===== config.mk =====
export PLATFORM = sky130hd
export DESIGN_NAME = ccr_bank
export DESIGN_NICKNAME = d
export VERILOG_FILES = /design/src/rtl/ccr_pkg.sv /design/src/rtl/ccr_decode.sv /design/src/rtl/ccr_rules.sv /design/src/rtl/ccr_readmux.sv /design/src/rtl/ccr_bank.sv
export SDC_FILE = /design/constraint.sdc
export NUM_CORES = 1
export LEC_CHECK = 0
export BUFFER_PORTS_ARGS = -buffer_cell sky130_fd_sc_hd__buf_4
export CAP_MARGIN = 20
export CORE_MARGIN = 2
export CORE_UTILIZATION = 35
export CTS_CLUSTER_DIAMETER = 80
export DETAILED_ROUTE_END_ITERATION = 6
export SYNTH_ARGS = -nofsm -noshare
export SYNTH_HDL_FRONTEND = slang
export SYNTH_HIERARCHICAL = 1
export SYNTH_SLANG_ARGS = --single-unit

===== constraint.sdc =====
create_clock -name clk -period 2.4 [get_ports clk]
set_clock_uncertainty 0.1 [all_clocks]
set_input_delay 0.48 -clock clk [delete_from_list [all_inputs] [get_ports clk]]
set_output_delay 0.48 -clock clk [all_outputs]
set_load 0.1 [all_outputs]

===== src/rtl/ccr_pkg.sv =====
package ccr_pkg;

   localparam int unsigned NREG = 7;

   typedef enum logic [2:0] {
      SEL_NONE, SEL_PROT, SEL_CLKA, SEL_CLKB,
      SEL_OSCD, SEL_PLL, SEL_PCLK, SEL_MODE
   } sel_e;

   typedef struct packed {
      logic       main_stop;
      logic       main_keep;
      logic       cpu_a;
      logic       cpu_b;
      logic [1:0] div_b;
      logic       det_en;
      logic       pll_on;
      logic       tmr_full;
      logic       ser_full;
      logic       wait1;
      logic       lock;
      logic       wdt_osc;
   } ccr_state_t;

   function automatic ccr_state_t ccr_reset_state();
      ccr_state_t s;
      s          = '0;
      s.tmr_full = 1'b1;
      s.ser_full = 1'b1;
      return s;
   endfunction

endpackage


===== src/rtl/ccr_decode.sv =====
module ccr_decode
   import ccr_pkg::*;
#(
   parameter int unsigned AW     = 4,
   parameter int unsigned A_PROT = 0,
   parameter int unsigned A_CLKA = 1,
   parameter int unsigned A_CLKB = 2,
   parameter int unsigned A_OSCD = 3,
   parameter int unsigned A_PLL  = 4,
   parameter int unsigned A_PCLK = 5,
   parameter int unsigned A_MODE = 6
) (
   input  logic [AW-1:0] addr,
   output sel_e          sel
);

   localparam int unsigned AMAP [NREG] = '{A_PROT, A_CLKA, A_CLKB, A_OSCD,
                                          A_PLL, A_PCLK, A_MODE};

   logic [NREG-1:0] hit;

   for (genvar g = 0; g < NREG; g++) begin : g_hit
      if (AMAP[g] >= (2 ** AW)) begin : g_range
         $error("ccr_decode: address out of range");
      end
      for (genvar h = g + 1; h < NREG; h++) begin : g_uniq
         if (AMAP[g] == AMAP[h]) begin : g_dup
            $error("ccr_decode: duplicate register address");
         end
      end
      assign hit[g] = (addr == AW'(AMAP[g]));
   end

   always_comb begin
      sel = SEL_NONE;
      for (int i = 0; i < NREG; i++) begin
         if (hit[i]) sel = sel_e'(3'(i + 1));
      end
   end

endmodule


===== src/rtl/ccr_rules.sv =====
module ccr_rules
   import ccr_pkg::*;
#(
   parameter int unsigned DW     = 8,
   parameter int unsigned MULT_W = 3,
   localparam int unsigned DA_W  = DW - 4
) (
   input  logic              wr_en,
   input  sel_e              sel,
   input  logic [DW-1:0]     wdata,
   input  ccr_state_t        cur,
   input  logic [DA_W-1:0]   cur_div_a,
   input  logic [MULT_W-1:0] cur_mult,
   input  logic [1:0]        cur_prot,
   output ccr_state_t        nxt,
   output logic [DA_W-1:0]   nxt_div_a,
   output logic [MULT_W-1:0] nxt_mult,
   output logic [1:0]        nxt_prot,
   output logic              blocked,
   output logic              stop_req
);

   logic clk_ok, mode_ok;
   assign clk_ok  = cur_prot[0];
   assign mode_ok = cur_prot[1];

   always_comb begin
      nxt       = cur;
      nxt_div_a = cur_div_a;
      nxt_mult  = cur_mult;
      nxt_prot  = cur_prot;
      blocked   = 1'b0;
      stop_req  = 1'b0;
      if (wr_en) begin
         case (sel)
            SEL_PROT: nxt_prot = wdata[1:0];
            SEL_CLKA: begin
               if (!clk_ok) blocked = 1'b1;
               else begin
                  nxt_div_a = wdata[DW-1:4];
                  if (cur.lock) begin
                     if (wdata[2:0] != {cur.cpu_a, cur.main_keep, cur.main_stop})
                        blocked = 1'b1;
                  end else begin
                     nxt.main_stop = wdata[0];
                     nxt.main_keep = wdata[1];
                     nxt.cpu_a     = wdata[2];
                  end
               end
            end
            SEL_CLKB: begin
               if (!clk_ok) blocked = 1'b1;
               else begin
                  nxt.div_b = wdata[3:2];
                  if (cur.lock) begin
                     if (wdata[1] != cur.cpu_b) blocked = 1'b1;
                  end else begin
                     nxt.cpu_b = wdata[1];
                  end
                  if (wdata[0]) begin
                     if (cur.lock || cur.wdt_osc) blocked = 1'b1;
                     else stop_req = 1'b1;
                  end
               end
            end
            SEL_OSCD: begin
               if (!clk_ok) blocked = 1'b1;
               else if (cur.lock) begin
                  if (wdata[0] != cur.det_en) blocked = 1'b1;
               end else begin
                  nxt.det_en = wdata[0];
               end
            end
            SEL_PLL: begin
               if (!clk_ok) blocked = 1'b1;
               else if (cur.lock) begin
                  if (wdata[MULT_W:0] != {cur_mult, cur.pll_on}) blocked = 1'b1;
               end else begin
                  nxt.pll_on = wdata[0];
                  nxt_mult   = wdata[MULT_W:1];
               end
            end
            SEL_PCLK: begin
               if (!clk_ok) blocked = 1'b1;
               else begin
                  nxt.tmr_full = wdata[0];
                  nxt.ser_full = wdata[1];
               end
            end
            SEL_MODE: begin
               if (!mode_ok) blocked = 1'b1;
               else begin
                  if (cur.pll_on) begin
                     if (wdata[0] != cur.wait1) blocked = 1'b1;
                  end else begin
                     nxt.wait1 = wdata[0];
                  end
                  if (cur.lock && !wdata[1])    blocked = 1'b1;
                  if (cur.wdt_osc && !wdata[2]) blocked = 1'b1;
                  nxt.lock    = cur.lock    | wdata[1];
                  nxt.wdt_osc = cur.wdt_osc | wdata[2];
               end
            end
            default: ;
         endcase
      end
   end

endmodule


===== src/rtl/ccr_readmux.sv =====
module ccr_readmux
   import ccr_pkg::*;
#(
   parameter int unsigned DW     = 8,
   parameter int unsigned MULT_W = 3,
   localparam int unsigned DA_W  = DW - 4
) (
   input  sel_e              sel,
   input  ccr_state_t        st,
   input  logic [DA_W-1:0]   div_a,
   input  logic [MULT_W-1:0] mult,
   input  logic [1:0]        prot,
   output logic [DW-1:0]     rd_data
);

   always_comb begin
      rd_data = '0;
      case (sel)
         SEL_PROT: rd_data[1:0]      = prot;
         SEL_CLKA: begin
            rd_data[0]               = st.main_stop;
            rd_data[1]               = st.main_keep;
            rd_data[2]               = st.cpu_a;
            rd_data[DW-1:4]          = div_a;
         end
         SEL_CLKB: begin
            rd_data[1]               = st.cpu_b;
            rd_data[3:2]             = st.div_b;
         end
         SEL_OSCD: rd_data[0]        = st.det_en;
         SEL_PLL:  rd_data[MULT_W:0] = {mult, st.pll_on};
         SEL_PCLK: rd_data[1:0]      = {st.ser_full, st.tmr_full};
         SEL_MODE: rd_data[2:0]      = {st.wdt_osc, st.lock, st.wait1};
         default: ;
      endcase
   end

endmodule


===== src/rtl/ccr_bank.sv =====
module ccr_bank
   import ccr_pkg::*;
#(
   parameter int unsigned AW     = 4,
   parameter int unsigned DW     = 8,
   parameter int unsigned MULT_W = 3,
   parameter int unsigned A_PROT = 0,
   parameter int unsigned A_CLKA = 1,
   parameter int unsigned A_CLKB = 2,
   parameter int unsigned A_OSCD = 3,
   parameter int unsigned A_PLL  = 4,
   parameter int unsigned A_PCLK = 5,
   parameter int unsigned A_MODE = 6,
   localparam int unsigned DA_W  = DW - 4
) (
   input  logic              clk,
   input  logic              rst_n,
   input  logic              wr_en,
   input  logic [AW-1:0]     addr,
   input  logic [DW-1:0]     wr_data,
   output logic [DW-1:0]     rd_data,
   output logic              main_stop,
   output logic              main_keep,
   output logic [1:0]        cpu_src,
   output logic [DA_W-1:0]   div_a,
   output logic [1:0]        div_b,
   output logic              osc_det_en,
   output logic              pll_on,
   output logic [MULT_W-1:0] pll_mult,
   output logic              tmr_full,
   output logic              ser_full,
   output logic              sfr_one_wait,
   output logic              clk_locked,
   output logic              wdt_src_osc,
   output logic              stop_go,
   output logic              wr_blocked
);

   if (DW < 8) begin : g_dw_chk
      $error("ccr_bank: DW must be at least 8");
   end
   if (MULT_W < 1 || MULT_W + 1 > DW) begin : g_mult_chk
      $error("ccr_bank: MULT_W must fit beside the PLL enable");
   end

   sel_e              sel;
   ccr_state_t        st_q, st_d;
   logic [DA_W-1:0]   diva_q, diva_d;
   logic [MULT_W-1:0] mult_q, mult_d;
   logic [1:0]        prot_q, prot_d;
   logic              blk_d, blk_q, go_d, go_q;

   ccr_decode #(
      .AW(AW), .A_PROT(A_PROT), .A_CLKA(A_CLKA), .A_CLKB(A_CLKB),
      .A_OSCD(A_OSCD), .A_PLL(A_PLL), .A_PCLK(A_PCLK), .A_MODE(A_MODE)
   ) u_dec (
      .addr(addr),
      .sel (sel)
   );

   ccr_rules #(.DW(DW), .MULT_W(MULT_W)) u_rules (
      .wr_en    (wr_en),
      .sel      (sel),
      .wdata    (wr_data),
      .cur      (st_q),
      .cur_div_a(diva_q),
      .cur_mult (mult_q),
      .cur_prot (prot_q),
      .nxt      (st_d),
      .nxt_div_a(diva_d),
      .nxt_mult (mult_d),
      .nxt_prot (prot_d),
      .blocked  (blk_d),
      .stop_req (go_d)
   );

   ccr_readmux #(.DW(DW), .MULT_W(MULT_W)) u_rd (
      .sel    (sel),
      .st     (st_q),
      .div_a  (diva_q),
      .mult   (mult_q),
      .prot   (prot_q),
      .rd_data(rd_data)
   );

   always_ff @(posedge clk or negedge rst_n) begin
      if (!rst_n) begin
         st_q   <= ccr_reset_state();
         diva_q <= '0;
         mult_q <= '0;
         prot_q <= '0;
         blk_q  <= 1'b0;
         go_q   <= 1'b0;
      end else begin
         st_q   <= st_d;
         diva_q <= diva_d;
         mult_q <= mult_d;
         prot_q <= prot_d;
         blk_q  <= blk_d;
         go_q   <= go_d;
      end
   end

   assign main_stop    = st_q.main_stop;
   assign main_keep    = st_q.main_keep;
   assign cpu_src      = {st_q.cpu_b, st_q.cpu_a};
   assign div_a        = diva_q;
   assign div_b        = st_q.div_b;
   assign osc_det_en   = st_q.det_en;
   assign pll_on       = st_q.pll_on;
   assign pll_mult     = mult_q;
   assign tmr_full     = st_q.tmr_full;
   assign ser_full     = st_q.ser_full;
   assign sfr_one_wait = st_q.wait1 & st_q.pll_on;
   assign clk_locked   = st_q.lock;
   assign wdt_src_osc  = st_q.wdt_osc;
   assign stop_go      = go_q;
   assign wr_blocked   = blk_q;

   assert_lock_sticky_R3: assert property (@(posedge clk) disable iff (!rst_n)
      $past(st_q.lock) |-> st_q.lock);

   assert_wdt_sticky_R5: assert property (@(posedge clk) disable iff (!rst_n)
      $past(st_q.wdt_osc) |-> st_q.wdt_osc);

   assert_no_stop_on_wdt_R5: assert property (@(posedge clk) disable iff (!rst_n)
      go_q |-> !$past(st_q.wdt_osc) && !$past(st_q.lock));

   assert_lock_freeze_R4: assert property (@(posedge clk) disable iff (!rst_n)
      $past(st_q.lock) |-> $stable(mult_q) && $stable(st_q.pll_on) &&
                           $stable(st_q.main_stop) && $stable(st_q.main_keep) &&
                           $stable(st_q.cpu_a) && $stable(st_q.cpu_b) &&
                           $stable(st_q.det_en));

   assert_wait_pll_off_R6: assert property (@(posedge clk) disable iff (!rst_n)
      $past(st_q.pll_on) |-> $stable(st_q.wait1));

   assert_protect_clk_R2: assert property (@(posedge clk) disable iff (!rst_n)
      !$past(prot_q[0]) |-> $stable(mult_q) && $stable(st_q.pll_on) &&
                            $stable(st_q.tmr_full) && $stable(st_q.ser_full) &&
                            $stable(diva_q) && $stable(st_q.div_b) && !go_q);

   assert_protect_mode_R2: assert property (@(posedge clk) disable iff (!rst_n)
      !$past(prot_q[1]) |-> $stable(st_q.wait1) && $stable(st_q.lock) &&
                            $stable(st_q.wdt_osc));

   assert_pulse_needs_write_R8: assert property (@(posedge clk) disable iff (!rst_n)
      (wr_blocked || stop_go) |-> $past(wr_en));

endmodule


==> qor.yml <==
worst_setup_path:
  arrival_ns: 1.85
  max_stage_delay_ns: 0.34
  path_max_fanout: 5
  cp-start-kind: "primary input"
  endpoint: "rd_data[1]"
  criticalPathCategory: "primary input to output port"
  required_ns: 1.82
  reg2reg_from: "clk_locked$_DFF_PN0_"
  r2r_end: "wr_blocked$_DFF_PN0_"
  crit_path_start: "addr[0]"
  critical_path.slowest_cell: "a211o_4"
  crit_chain: "buf_12 > a21bo_4 > a21oi_4 > mux2_4 > a211o_4 > buf_12"
  endpoint_kind: "output port"
  r2r_cells: 4
  crit_path_frequent_cell: "buf_12"
  reg2reg_slack_ns: 0.50
yosys:
  syn_avg_cell_area_sq_um: 10.62
  ys_types: 50
  syn_area_sq_um: 1540
  yosysTopAreaCell: "dfrtp_1"
  ys_seq_area_share_pct: 39.16
  synth_edf_count: 0
  netlist_top_cells_area: "dfrtp_1 36%, mux2_2 12%, xor2_1 4.0%"
  synth-main-ff-cell: "dfrtp_1"
  synth.net_count: 160
  ys_async_sr_fraction_pct: 100.0
  ys_warn_count: 6
  netlist.area_leader.share_pct: 35.74
  synth-seq-cells: 24
  synthCells: 145
drt:
  antenna_left: 0
  drt_wl_total_um: 4178
  firstDrtPassIters: 4
  drc_errors: 0
  routed-via-count: 1334
  wl_per_cell_um: 16.45
  post_drt_via_cell_ratio: 5.252
  first_iter_violations: 69
sta:
  post-route-period-util_pct: 101.3
  grt_setup_unrepaired: "yes"
  relSlewSlack_pct: 61.54
  slew_violations: 0
  hold_violations: 5
  setup_slack_ns: -0.03118
  fmax_mhz: 411.3
  min_period_ns: 2.431
  worstMarginPinSlew_ns: 0.5624
  tns_ns: -0.03118
  setup_viol: 1
  hold_ws_ns: -0.004910
grt:
  overflow: 0
  grt.total_usage_pct: 17.28
  met1_usage_pct: 23.82
  global_route.usage.met2_pct: 28.09
  grt_pass1_wl_um: 6734
  antenna_found_initial: 0
  grt_pass1_vias: 1333
  busiest_layer: "met2"
  grt_max_degree: 25
  met3_usage_pct: 3.608
pwr:
  peakVddDrop_mv: 0.5314
  power_density_nw_per_um2: 1103
  power_mw: 2.447
  p_leak_nw: 1.029
floorplanning:
  design.die.area_sq_um: 4947
  core_sq_um: 4294
  pin_count: 45
  start_util_pct: 35.87
  die_w_um: 70.34
  rows: 24
  fp.dieH_um: 70.34
clock_tree:
  path_clk_slew_ns: 0.08
  cts_tree: "done"
  insertion_delay_ns: 0.27
  cts-htree-levels: 1
  cts_sinks: 24
  cts_buffer_depth: 2
  numCtsBuffers: 3
  postCtsHoldBufs: 0
  root_buffer: "clkbuf_8"
placement:
  dp_hpwl_um: 3040
  place.gp.congestion: 0.8740
  port_buffers: 44
  post_dp_cell_area_sq_um: 2049
outcome:
  outcome: "finished with violations"
  violations: "negative hold slack, negative setup slack"
cells_and_area:
  final_layout_size_suffix_gt1_share_pct: 56.93
  nFillCells: 393
  nets: 218
  layout_commonest_cell: "buf_4"
  antenna_cells: 0
  layout_common_cells: "57 x buf_4, 20 x dfrtp_1, 16 x mux2_2"
  area_growth_pct: 44.03
  stdcell_area_sq_um: 2218
  fin_util_pct: 51.66
run:
  cap_violations: 0
hold_path:
  hold_path.class: "primary input to async pin"
## layout make-up
class | count | area (sq um) | share of cell area, %
clock buffer | 4 | 55.05 | 2.482
inverter | 3 | 11.26 | 0.5076
multi-input combinational | 107 | 937.1 | 42.24
sequential | 24 | 605.6 | 27.30
tap | 52 | 65.06 | 2.933
timing repair buffer | 64 | 544.3 | 24.53
## state kept, by name, indices dropped and copies added, names as in the netlist
signal,cells
main_stop,1
wdt_src_osc,1
pll_mult,3
div_b,2
main_keep,1
tmr_full,1
st_q,1
ser_full,1
pll_on,1
stop_go,1
prot_q,2
wr_blocked,1
clk_locked,1
osc_det_en,1
cpu_src,2
div_a,4
## Yosys cell counts (2+ instances only)
cell type,n
dfrtp_1,22
mux2_2,16
nor2b_1,9
nand2_1,8
nor2_1,8
xor2_1,7
buf_4,5
buf_6,5
and3_1,4
xnor2_1,4
inv_1,3
mux2_1,3
mux2i_1,3
nor3_1,3
o21ai_0,3
a21o_1,2
a21oi_1,2
buf_2,2
dfstp_2,2
nand2b_1,2
nand3b_1,2
or2b_1,2
## worst max-delay path, delay by kind of cell
kind,cells,cell delay (ns)
AO/OA/AOI/OAI,3,0.76
buffers and inverters,2,0.28
multiplexers,1,0.33
## routing by layer
layer	vias to the layer above	wire length (um)	part of all wire [%]
li1	622	-	-
met1	651	1849	44
met2	53	2048	49
met3	8	238	5.7
met4	0	42	1.0
met5	-	0	0
## report_power, final
| group | internal [mW] | total [mW] | switching [mW] |
|---|---|---|---|
| Clock | 0.147 | 0.276 | 0.129 |
| Sequential | 0.526 | 0.668 | 0.142 |
| Combinational | 0.400 | 1.50 | 1.10 |
## how the worst min path moves through the flow
stage | end | slack, ns | cells past startpoint
after floorplan | clk_locked$_DFF_PN0_ | 0.08 | 0
after detailed placement | wr_blocked$_DFF_PN0_ | 0.30 | 1
after global placement | wr_blocked$_DFF_PN0_ | 0.29 | 1
after CTS | wr_blocked$_DFF_PN0_ | 0.009 | 1
after global routing | wr_blocked$_DFF_PN0_ | 0.004 | 1
final | wr_blocked$_DFF_PN0_ | -0.005 | 1
## per-stage QoR
| step | instances | setup slack [ns] |
|---|---|---|
| detailed placement | 245 | -0.1738 |
| finish | 254 | -0.03118 |
| CTS | 252 | -0.02968 |
| global placement | 245 | -0.1572 |
| global route | 254 | -0.04495 |
| floorplan | 145 | -0.2744 |
## timing repair
item | in CTS | in global routing
pin swaps | 4 | 6
resized for setup | 11 | 8
buffers inserted | 3 | 1
endpoints found under the setup margin | 4 | 4
gates cloned | 0 | 1
## logic make-up after synthesis
logic type,synth area share [%]
buf+inv,7.474
simple gates,19.33
xor+xnor,6.255
flops,39.16
compound gates,10.97
mux,16.82
Note: power is estimated with default switching activity, not from simulation.
